[src/rtl/swl_pkg.sv]
package swl_pkg;

   // Number of bits in the frame selected by a length code.
   function automatic int unsigned frame_bits(input int unsigned sel,
                                              input int unsigned step);
      return (sel + 1) * step;
   endfunction

endpackage

[src/rtl/swl_frame_ctrl.sv]
module swl_frame_ctrl #(
   parameter int unsigned WORD_W = 32,
   parameter int unsigned STEP_W = 8,
   parameter int unsigned SEL_W  = 2
) (
   input  logic             clk,
   input  logic             rst_n,
   input  logic             sync_i,
   input  logic [SEL_W-1:0] sel_i,
   output logic             bit_en_o,
   output logic             last_o,
   output logic [SEL_W-1:0] sel_q_o
);
   import swl_pkg::*;

   localparam int unsigned NUM_W = 1 << SEL_W;
   localparam int unsigned CNT_W = (WORD_W > 1) ? $clog2(WORD_W) : 1;

   logic             active_q;
   logic [CNT_W-1:0] cnt_q;
   logic [SEL_W-1:0] sel_q;
   logic [CNT_W-1:0] last_idx_tbl [NUM_W];
   logic [CNT_W-1:0] last_idx;

   // Final bit index for each length code, built per code.
   for (genvar g = 0; g < NUM_W; g++) begin : g_len
      assign last_idx_tbl[g] = CNT_W'(frame_bits(g, STEP_W) - 1);
   end

   assign last_idx = last_idx_tbl[sel_q];

   // A frame pulse takes priority over a data bit in the same cycle.
   assign bit_en_o = active_q && !sync_i;
   assign last_o   = bit_en_o && (cnt_q == last_idx);
   assign sel_q_o  = sel_q;

   always_ff @(posedge clk or negedge rst_n) begin
      if (!rst_n) begin
         active_q <= 1'b0;
         cnt_q    <= '0;
         sel_q    <= '0;
      end else if (sync_i) begin
         active_q <= 1'b1;
         cnt_q    <= '0;
         sel_q    <= sel_i;
      end else if (active_q) begin
         if (cnt_q == last_idx) begin
            active_q <= 1'b0;
            cnt_q    <= '0;
         end else begin
            cnt_q <= cnt_q + 1'b1;
         end
      end
   end

   // the bit counter never runs past the latched length
   assert_cnt_in_range_R3: assert property (@(posedge clk) disable iff (!rst_n)
      active_q |-> (cnt_q <= last_idx));

   // the counter rests at zero between frames
   assert_idle_cnt_zero_R6: assert property (@(posedge clk) disable iff (!rst_n)
      !active_q |-> (cnt_q == '0));

endmodule

[src/rtl/swl_shift_in.sv]
module swl_shift_in #(
   parameter int unsigned WORD_W = 32
) (
   input  logic              clk,
   input  logic              rst_n,
   input  logic              start_i,
   input  logic              shift_en_i,
   input  logic              bit_i,
   output logic [WORD_W-1:0] next_word_o
);
   logic [WORD_W-1:0] shreg_q;

   // Word including the bit present this cycle, newest bit lowest.
   assign next_word_o = {shreg_q[WORD_W-2:0], bit_i};

   always_ff @(posedge clk or negedge rst_n) begin
      if (!rst_n) begin
         shreg_q <= '0;
      end else if (start_i) begin
         shreg_q <= '0;
      end else if (shift_en_i) begin
         shreg_q <= next_word_o;
      end
   end

   // a frame pulse leaves no trace of the discarded partial word
   assert_restart_clears_R5: assert property (@(posedge clk) disable iff (!rst_n)
      start_i |=> (shreg_q == '0));

endmodule

[src/rtl/swl_align.sv]
module swl_align #(
   parameter int unsigned WORD_W = 32,
   parameter int unsigned STEP_W = 8,
   parameter int unsigned SEL_W  = 2
) (
   input  logic [WORD_W-1:0] word_i,
   input  logic [SEL_W-1:0]  sel_i,
   output logic [WORD_W-1:0] word_o
);
   import swl_pkg::*;

   localparam int unsigned NUM_W = 1 << SEL_W;

   logic [WORD_W-1:0] cand [NUM_W];

   // One top-aligned candidate per length; the short ones are zero-padded.
   for (genvar g = 0; g < NUM_W; g++) begin : g_cand
      localparam int unsigned LEN = frame_bits(g, STEP_W);
      if (LEN >= WORD_W) begin : g_full
         assign cand[g] = word_i;
      end else begin : g_short
         assign cand[g] = {word_i[LEN-1:0], {(WORD_W-LEN){1'b0}}};
      end
   end

   assign word_o = cand[sel_i];

endmodule

[src/rtl/serial_word_loader.sv]
module serial_word_loader #(
   parameter int unsigned WORD_W = 32,
   parameter int unsigned STEP_W = 8,
   parameter int unsigned SEL_W  = 2
) (
   input  logic              clk,
   input  logic              rst_n,
   input  logic              sdata_i,
   input  logic              sync_i,
   input  logic [SEL_W-1:0]  width_sel_i,
   input  logic              clear_i,
   output logic [WORD_W-1:0] hold_o,
   output logic              load_done_o
);
   import swl_pkg::*;

   localparam int unsigned NUM_W = 1 << SEL_W;

   // Elaboration-time parameter checks.
   if (STEP_W == 0 || (WORD_W % STEP_W) != 0) begin : g_bad_step
      $error("serial_word_loader: WORD_W must be a multiple of STEP_W");
   end
   if ((WORD_W / STEP_W) != NUM_W) begin : g_bad_sel
      $error("serial_word_loader: SEL_W must encode exactly WORD_W/STEP_W lengths");
   end
   if (WORD_W < 2) begin : g_bad_word
      $error("serial_word_loader: WORD_W must be at least 2");
   end

   logic              bit_en;
   logic              last_bit;
   logic [SEL_W-1:0]  sel_q;
   logic [WORD_W-1:0] raw_word;
   logic [WORD_W-1:0] aligned;
   logic [WORD_W-1:0] hold_q;
   logic              done_q;

   swl_frame_ctrl #(
      .WORD_W (WORD_W),
      .STEP_W (STEP_W),
      .SEL_W  (SEL_W)
   ) u_ctrl (
      .clk      (clk),
      .rst_n    (rst_n),
      .sync_i   (sync_i),
      .sel_i    (width_sel_i),
      .bit_en_o (bit_en),
      .last_o   (last_bit),
      .sel_q_o  (sel_q)
   );

   swl_shift_in #(
      .WORD_W (WORD_W)
   ) u_shift (
      .clk         (clk),
      .rst_n       (rst_n),
      .start_i     (sync_i),
      .shift_en_i  (bit_en),
      .bit_i       (sdata_i),
      .next_word_o (raw_word)
   );

   swl_align #(
      .WORD_W (WORD_W),
      .STEP_W (STEP_W),
      .SEL_W  (SEL_W)
   ) u_align (
      .word_i (raw_word),
      .sel_i  (sel_q),
      .word_o (aligned)
   );

   // Holding register: clear has priority over a completing word.
   always_ff @(posedge clk or negedge rst_n) begin
      if (!rst_n) begin
         hold_q <= '0;
         done_q <= 1'b0;
      end else begin
         done_q <= last_bit && !clear_i;
         if (clear_i) begin
            hold_q <= '0;
         end else if (last_bit) begin
            hold_q <= aligned;
         end
      end
   end

   assign hold_o      = hold_q;
   assign load_done_o = done_q;

   // the strobe lasts a single cycle
   assert_strobe_single_R2: assert property (@(posedge clk) disable iff (!rst_n)
      load_done_o |=> !load_done_o);

   // a frame pulse never completes a word at the same edge
   assert_sync_no_load_R5: assert property (@(posedge clk) disable iff (!rst_n)
      sync_i |=> !load_done_o);

   // clear zeroes the register and suppresses the strobe
   assert_clear_zero_R7: assert property (@(posedge clk) disable iff (!rst_n)
      clear_i |=> (hold_o == '0) && !load_done_o);

   // the register moves only on a strobe or after a clear
   assert_hold_stable_R6: assert property (@(posedge clk) disable iff (!rst_n)
      (!load_done_o && !$past(clear_i)) |-> $stable(hold_o));

   // bits below a short word are zero
   for (genvar g = 0; g < NUM_W - 1; g++) begin : g_pad_chk
      localparam int unsigned LEN = frame_bits(g, STEP_W);
      assert_pad_zero_R4: assert property (@(posedge clk) disable iff (!rst_n)
         (load_done_o && (sel_q == SEL_W'(g))) |-> (hold_o[WORD_W-LEN-1:0] == '0));
   end

endmodule

[config.mk]
export PLATFORM = sky130hd
export DESIGN_NAME = serial_word_loader
export DESIGN_NICKNAME = d
export VERILOG_FILES = /design/src/rtl/swl_pkg.sv /design/src/rtl/swl_frame_ctrl.sv /design/src/rtl/swl_shift_in.sv /design/src/rtl/swl_align.sv /design/src/rtl/serial_word_loader.sv
export SDC_FILE = /design/constraint.sdc
export NUM_CORES = 1
export LEC_CHECK = 0
export ABC_AREA = 0
export BUFFER_PORTS_ARGS = -buffer_cell sky130_fd_sc_hd__buf_2
export CAP_MARGIN = 20
export CORE_ASPECT_RATIO = 1.5
export CORE_MARGIN = 5
export CORE_UTILIZATION = 61
export CTS_BUF_LIST = sky130_fd_sc_hd__clkbuf_4
export CTS_CLUSTER_DIAMETER = 50
export CTS_CLUSTER_SIZE = 10
export DETAILED_ROUTE_END_ITERATION = 10
export PLACE_DENSITY_LB_ADDON = 0.08
export SYNTH_ARGS = -nofsm -noshare
export SYNTH_HDL_FRONTEND = slang
export SYNTH_SLANG_ARGS = --single-unit
[constraint.sdc]
create_clock -name clk -period 1.65 [get_ports clk]
set_input_delay 0 -clock clk [delete_from_list [all_inputs] [get_ports clk]]
set_output_delay 0 -clock clk [all_outputs]
set_load 0.01 [all_outputs]
; Word-level counts from Yosys, hierarchy flattened
; Index checks and enable logic that the tools add are counted.
; W data, S select, Z words.
[totals]
out_inout_bits = 33
register_bits = 72
input_bits = 7
elab_cells = 34
[classes]
muxes = 16
n_lt_le_gt_ge = 1
n_reduce_logical = 8
bitwise_logic = 1
add_sub_neg = 1
n_eq_ne = 1
[ops]
columns = op, count
row1 = $mux W32, 4
row2 = $bmux W32 S2, 1
row3 = $mux W31, 2
row4 = $mux W5, 5
row5 = $bmux W5 S2, 1
row6 = $reduce_bool A2 Y1, 3
row7 = $add A5 B1 Y5 const B, 1
row8 = $eq A5 B5 Y1, 1
row9 = $ge A3 B3 Y1 const B, 1
row10 = $logic_and A1 B1 Y1, 3
row11 = $mux W1, 3
row12 = $not A2 Y3, 1
row13 = $logic_not A1 Y1, 2

; Longest topological paths before layout
[logic_depth]
ltp_word = 8
depth_mapped = 7
depth_no_buf = 4

; Cells and area by module
; A second synthesis with hierarchy kept.
[unflattened]
hier_cells = 312
hier_area_um2 = 3678.5
[modules_own_cells]
columns = module, cells_each, area_per_inst_um2, seq_area_each_um2, n_inst
row1 = serial_word_loader, 106, 1367.6, 825.8, 1
row2 = swl_shift_in, 101, 1292.5, 775.7, 1
row3 = swl_align, 65, 584.3, 0.0, 1
row4 = swl_frame_ctrl, 40, 434.2, 200.2, 1

; Worst setup path before layout
; No wires, ideal clock.
[synth_timing]
path_type = flip-flop to flip-flop
from = register u_ctrl.cnt_q[0]
to = register u_ctrl.cnt_q[0]
required_ns = 1.530
setup_ns = 0.120
path_stages_with_launch = 6
period_less_slack_ns = 1.466
arrival_time_ns = 1.346
n_path_buf = 1
setup_slack_ns = 0.184
cell_sequence = dfrtp_1 ha_1 and2_1 clkbuf_1 nand3_1 a31o_2
[synth_via]
elab_chain_len = 4
elab_cells_between_ends = 5
classes_between = add/sub (1) / eq/ne (1) / mux (3)
[synth_lines]
columns = item, line_no
row1 = from (decl), swl_frame_ctrl.sv:20  ; logic [CNT_W-1:0] cnt_q;
row2 = from (signal assigned), swl_frame_ctrl.sv:51  ; cnt_q <= cnt_q + 1'b1;
row3 = $add A5 B1 Y5 / $eq A5 B5 Y1 (equally long branches), "swl_frame_ctrl.sv:51, swl_frame_ctrl.sv:47"
row4 = $mux W5 *, swl_frame_ctrl.sv:47  ; if (cnt_q == last_idx) begin
row5 = $mux W5 *, swl_frame_ctrl.sv:46  ; end else if (active_q) begin
row6 = $mux W5 *, swl_frame_ctrl.sv:42  ; end else if (sync_i) begin
; Mark *: on every way between the ends. The rest lies on a longest branch, timed or not. The select of a mux whose other input is x is not followed.
; A chain may end at the register's enable or synchronous reset.

; Worst setup path after layout
[layout_timing]
from = register u_ctrl.cnt_q[4]
to = register hold_q[29] (netlist: hold_o[29])
[layout_via]
elab_chain_len = 3
[layout_lines]
columns = item, line_no
row1 = $eq A5 B5 Y1, swl_frame_ctrl.sv:34  ; assign last_o = bit_en_o && (cnt_q == last_idx);
row2 = $logic_and A1 B1 Y1, swl_frame_ctrl.sv:34
row3 = $reduce_bool A2 Y1 (no source line), --
row4 = to (signal assigned), serial_word_loader.sv:83  ; hold_q <= aligned;
row5 = to (decl), serial_word_loader.sv:35  ; logic [WORD_W-1:0] hold_q;
; No other way between the ends.

==> impl_results.md <==
* Sequential fraction of the synthesis area at 0.4831
* Clk_skew at 13.02 ps
* Yosys cell types at 36
* Primary FF master, synth: dfrtp_1
* PD cells at approximately 740 nW/um2
* Commonest cells in the netlist: dfrtp_1 (72), mux2i_1 (57), nor2_1 (36), mux2_2 (26), nand2_1 (20)
* CTS tree: built
* First-pass GRT wire length at roughly 14 mm
* Initial core utilization at 0.6172
* Antenna diodes at 0
* Largest net degree at the start of global routing at 53
* Crit Path Max Fanout at 12
* Post-synth net total at between 300 and 400
* DIE HEIGHT at 105.8 um
* Startpoint Class: flip-flop
* Worst Path Required at between 1500 and 2000 ps
* Setup TNS at 0 ps
* Synth Area per Inst at around 11 um2
* Period Utilization, post-route at 0.9721
* Worst vdd ir at approximately 0.56 mV
* Synth top area cells: dfrtp_1 (48%), mux2i_1 (15%), mux2_2 (7.8%)
* Max Root-Sink Buffers at 2
* Core area at 6043 um2
* Row count at 35
* Via/cell ratio at 5.926
* Die W at about 74 um
* Setup violators final at 0
* Min Hold Slack at between 60 and 70 ps
* All-Layer GR Usage at 0.2380
* Clock slew at reported path FFs at about 110 ps
* Delay of the slowest critical-path stage at roughly 500 ps
* Final hold violations at 0
* Element type at the critical path end: flip-flop
* Fillers at 441
* Highest-delay cell along the critical path: dfrtp_1
* FFs w/ async S/R, synth at 1.000
* Post-synthesis register bit count at about 70
* DRC Markers at 0
* GP Congestion at 0.8684
* Die ar. at 7811 um2
* CP cell instances: xnor2_1 > buf_4 > nand4_1 > o21ai_0
* Later-pin clock latency in the skew report at 420 ps
* Post-synthesis mux area share at 0.2315
* Antenna Nets Post-Route at 0
* H-tree levels at 3
* Worst setup path class: flip-flop to flip-flop
* Synth Cell Area at ~3700 um2
* DRT Pass-1 Iters at 5
* Area delta synth->final at 15.73%
* # clock sinks at a little over 70
* Vias in the first global route at ~2800
* Ports at 40
* P_leak at about 2.3 nW
* Max Cap Viol at 0
* Achievable Freq at just over 0.6 GHz
* RSZ-0062 raised after global routing: true
* Post-synthesis adder-cell area fraction at 0.003355
* Slew Viols, Final at 0
* Antenna violations before repair at 0
* Gr ovfl total at 0
* Starting DRT DRC Count at between 150 and 200
* Delay-heaviest family, CP: flip-flops
* Area leader, netlist: dfrtp_1
* Ys Warns at 0
* Post-synthesis compound-gate area fraction at 0.08923
* Arrival @ worst endpoint at roughly 1900 ps
* PortBufs at 39
* Number of nets in the layout at slightly below 400
* Max_slew headroom at 0.6655
* Clock root buffer: clkbuf_4
* Largest family of logic cells by synthesized area: multiplexers
* DR vias at around 2700
* Status: finished clean
* HP Class: primary input to asynchronous set/reset pin
* Wirelength per Cell at approximately 19 um
* HPWL Detailed at 5.960 mm
* Final wirelength at roughly 8.6 mm
* EDFF count, synth at 0
* CTS Buf Count at 9
* Worst path bufs/invs at 1
* Layout cell share with drive strength beyond 1 at 0.2872
* Worst slew pin tran at roughly 500 ps
* Xor/xnor cell area share of the yosys netlist at 0.01778
* Simple-Gate Fraction of Synth Area at 0.1325
* Cells after Synth at between 300 and 400
* Synth top area share at 0.4831
* Count leader, synth: dfrtp_1
* Min Tclk post-route at between 1500 and 2000 ps
-- cell type report --
class                   count  area (um2)  share of cell area
multi-input cells         231        1807              0.4186
well taps                  74       92.59             0.02145
clock buffers               9       67.56             0.01565
repair buffers             64       483.0              0.1119
clock inverters             7       62.56             0.01449
flip-flops and latches     72        1804              0.4180
-- per-layer routing --
metal	share of wire	track usage	vias to the layer above
met3	0.034	0.03817	23
met5	0	0	-
met4	0.022	0.09974	0
met1	0.40	0.2929	1349
met2	0.54	0.4036	67
li1	-	-	1269
-- cells by family (layout without fill, tap and decap cells) --
family	Yosys count	count (layout)
multiplexers	83	83
XOR/XNOR	5	5
flip-flops	72	72
adder cells (fa/ha/maj)	1	1
AO/OA/AOI/OAI	44	44
buffers and inverters	30	80
AND/OR/NAND/NOR	98	98
-- through the flow --
step                instance area (um2)  worst slack, ps  std cells  power (mW)    util
finish                             4317            46.05        457       3.198  0.7143
global route                       4317           -42.80        457       3.338  0.7143
CTS                                4245            4.163        455       3.213  0.7025
detailed placement                 4028           -25.26        430       2.144  0.6665
global placement                   4028            64.80        430       2.136  0.6665
floorplan                          3730            183.7        333       2.038       -
-- state kept, by name (all words and copies together), names as in the netlist --
| register | flops |
|---|---|
| u_ctrl.sel_q_o | 2 |
| hold_o | 32 |
| u_shift.shreg_q | 31 |
| load_done_o | 1 |
| u_ctrl.cnt_q | 5 |
| u_ctrl.active_q | 1 |
-- repair_timing --
item | CTS | global route
pin swaps | 1 | 1
setup endpoints to repair | 8 | 33
setup buffers | 1 | 1
hold endpoints to repair | 78 | 0
resized for setup | 0 | 9
cloned | 0 | 1
hold buffers | 8 | 0
-- power breakdown --
part | total [mW] | switching (mW) | internal (mW)
combinational | 0.334 | 0.195 | 0.139
clock | 1.06 | 0.610 | 0.449
sequential | 1.81 | 0.0267 | 1.78
-- path summary, 6_finish.rpt --
check                                     from                   to  slack [ps]  cells after the start
min in group clk                       sdata_i            hold_o[0]         420                      4
max in group asynchronous                rst_n      u_ctrl.cnt_q[3]         930                      3
max reg2reg                    u_ctrl.cnt_q[4]           hold_o[29]          50                      4
max                            u_ctrl.cnt_q[4]           hold_o[29]          50                      4
min                                      rst_n  u_shift.shreg_q[29]          70                      2
min reg2reg                u_shift.shreg_q[30]  u_shift.shreg_q[30]         550                      2
-- worst reg2reg max path, stage by stage, from the launching register on --
cell	delay [ps]
dfrtp_1	500
xnor2_1	270
buf_4	230
nand4_1	250
o21ai_0	270
-- placed cells by master, fill, tap and decap left out, types with 2 or more instances in the layout --
| master | instances |
|---|---|
| dlygate4sd3_1 | 8 |
| a22oi_1 | 8 |
| o21ai_0 | 7 |
| clkbuf_4 | 9 |
| dfrtp_1 | 70 |
| a211oi_1 | 8 |
| clkinv_2 | 5 |
| nor2_1 | 36 |
| a41oi_1 | 8 |
| dfrtp_2 | 2 |
| nand3_1 | 3 |
| xor2_4 | 2 |
| nand4_1 | 2 |
| o41ai_1 | 7 |
| nand2_1 | 20 |
| nand2b_1 | 18 |
| mux2i_1 | 57 |
| mux2_2 | 26 |
| buf_4 | 11 |
| nor3b_1 | 2 |
| buf_12 | 5 |
| nor2b_1 | 10 |
| buf_2 | 39 |
Power figures use the tool's default switching activity.
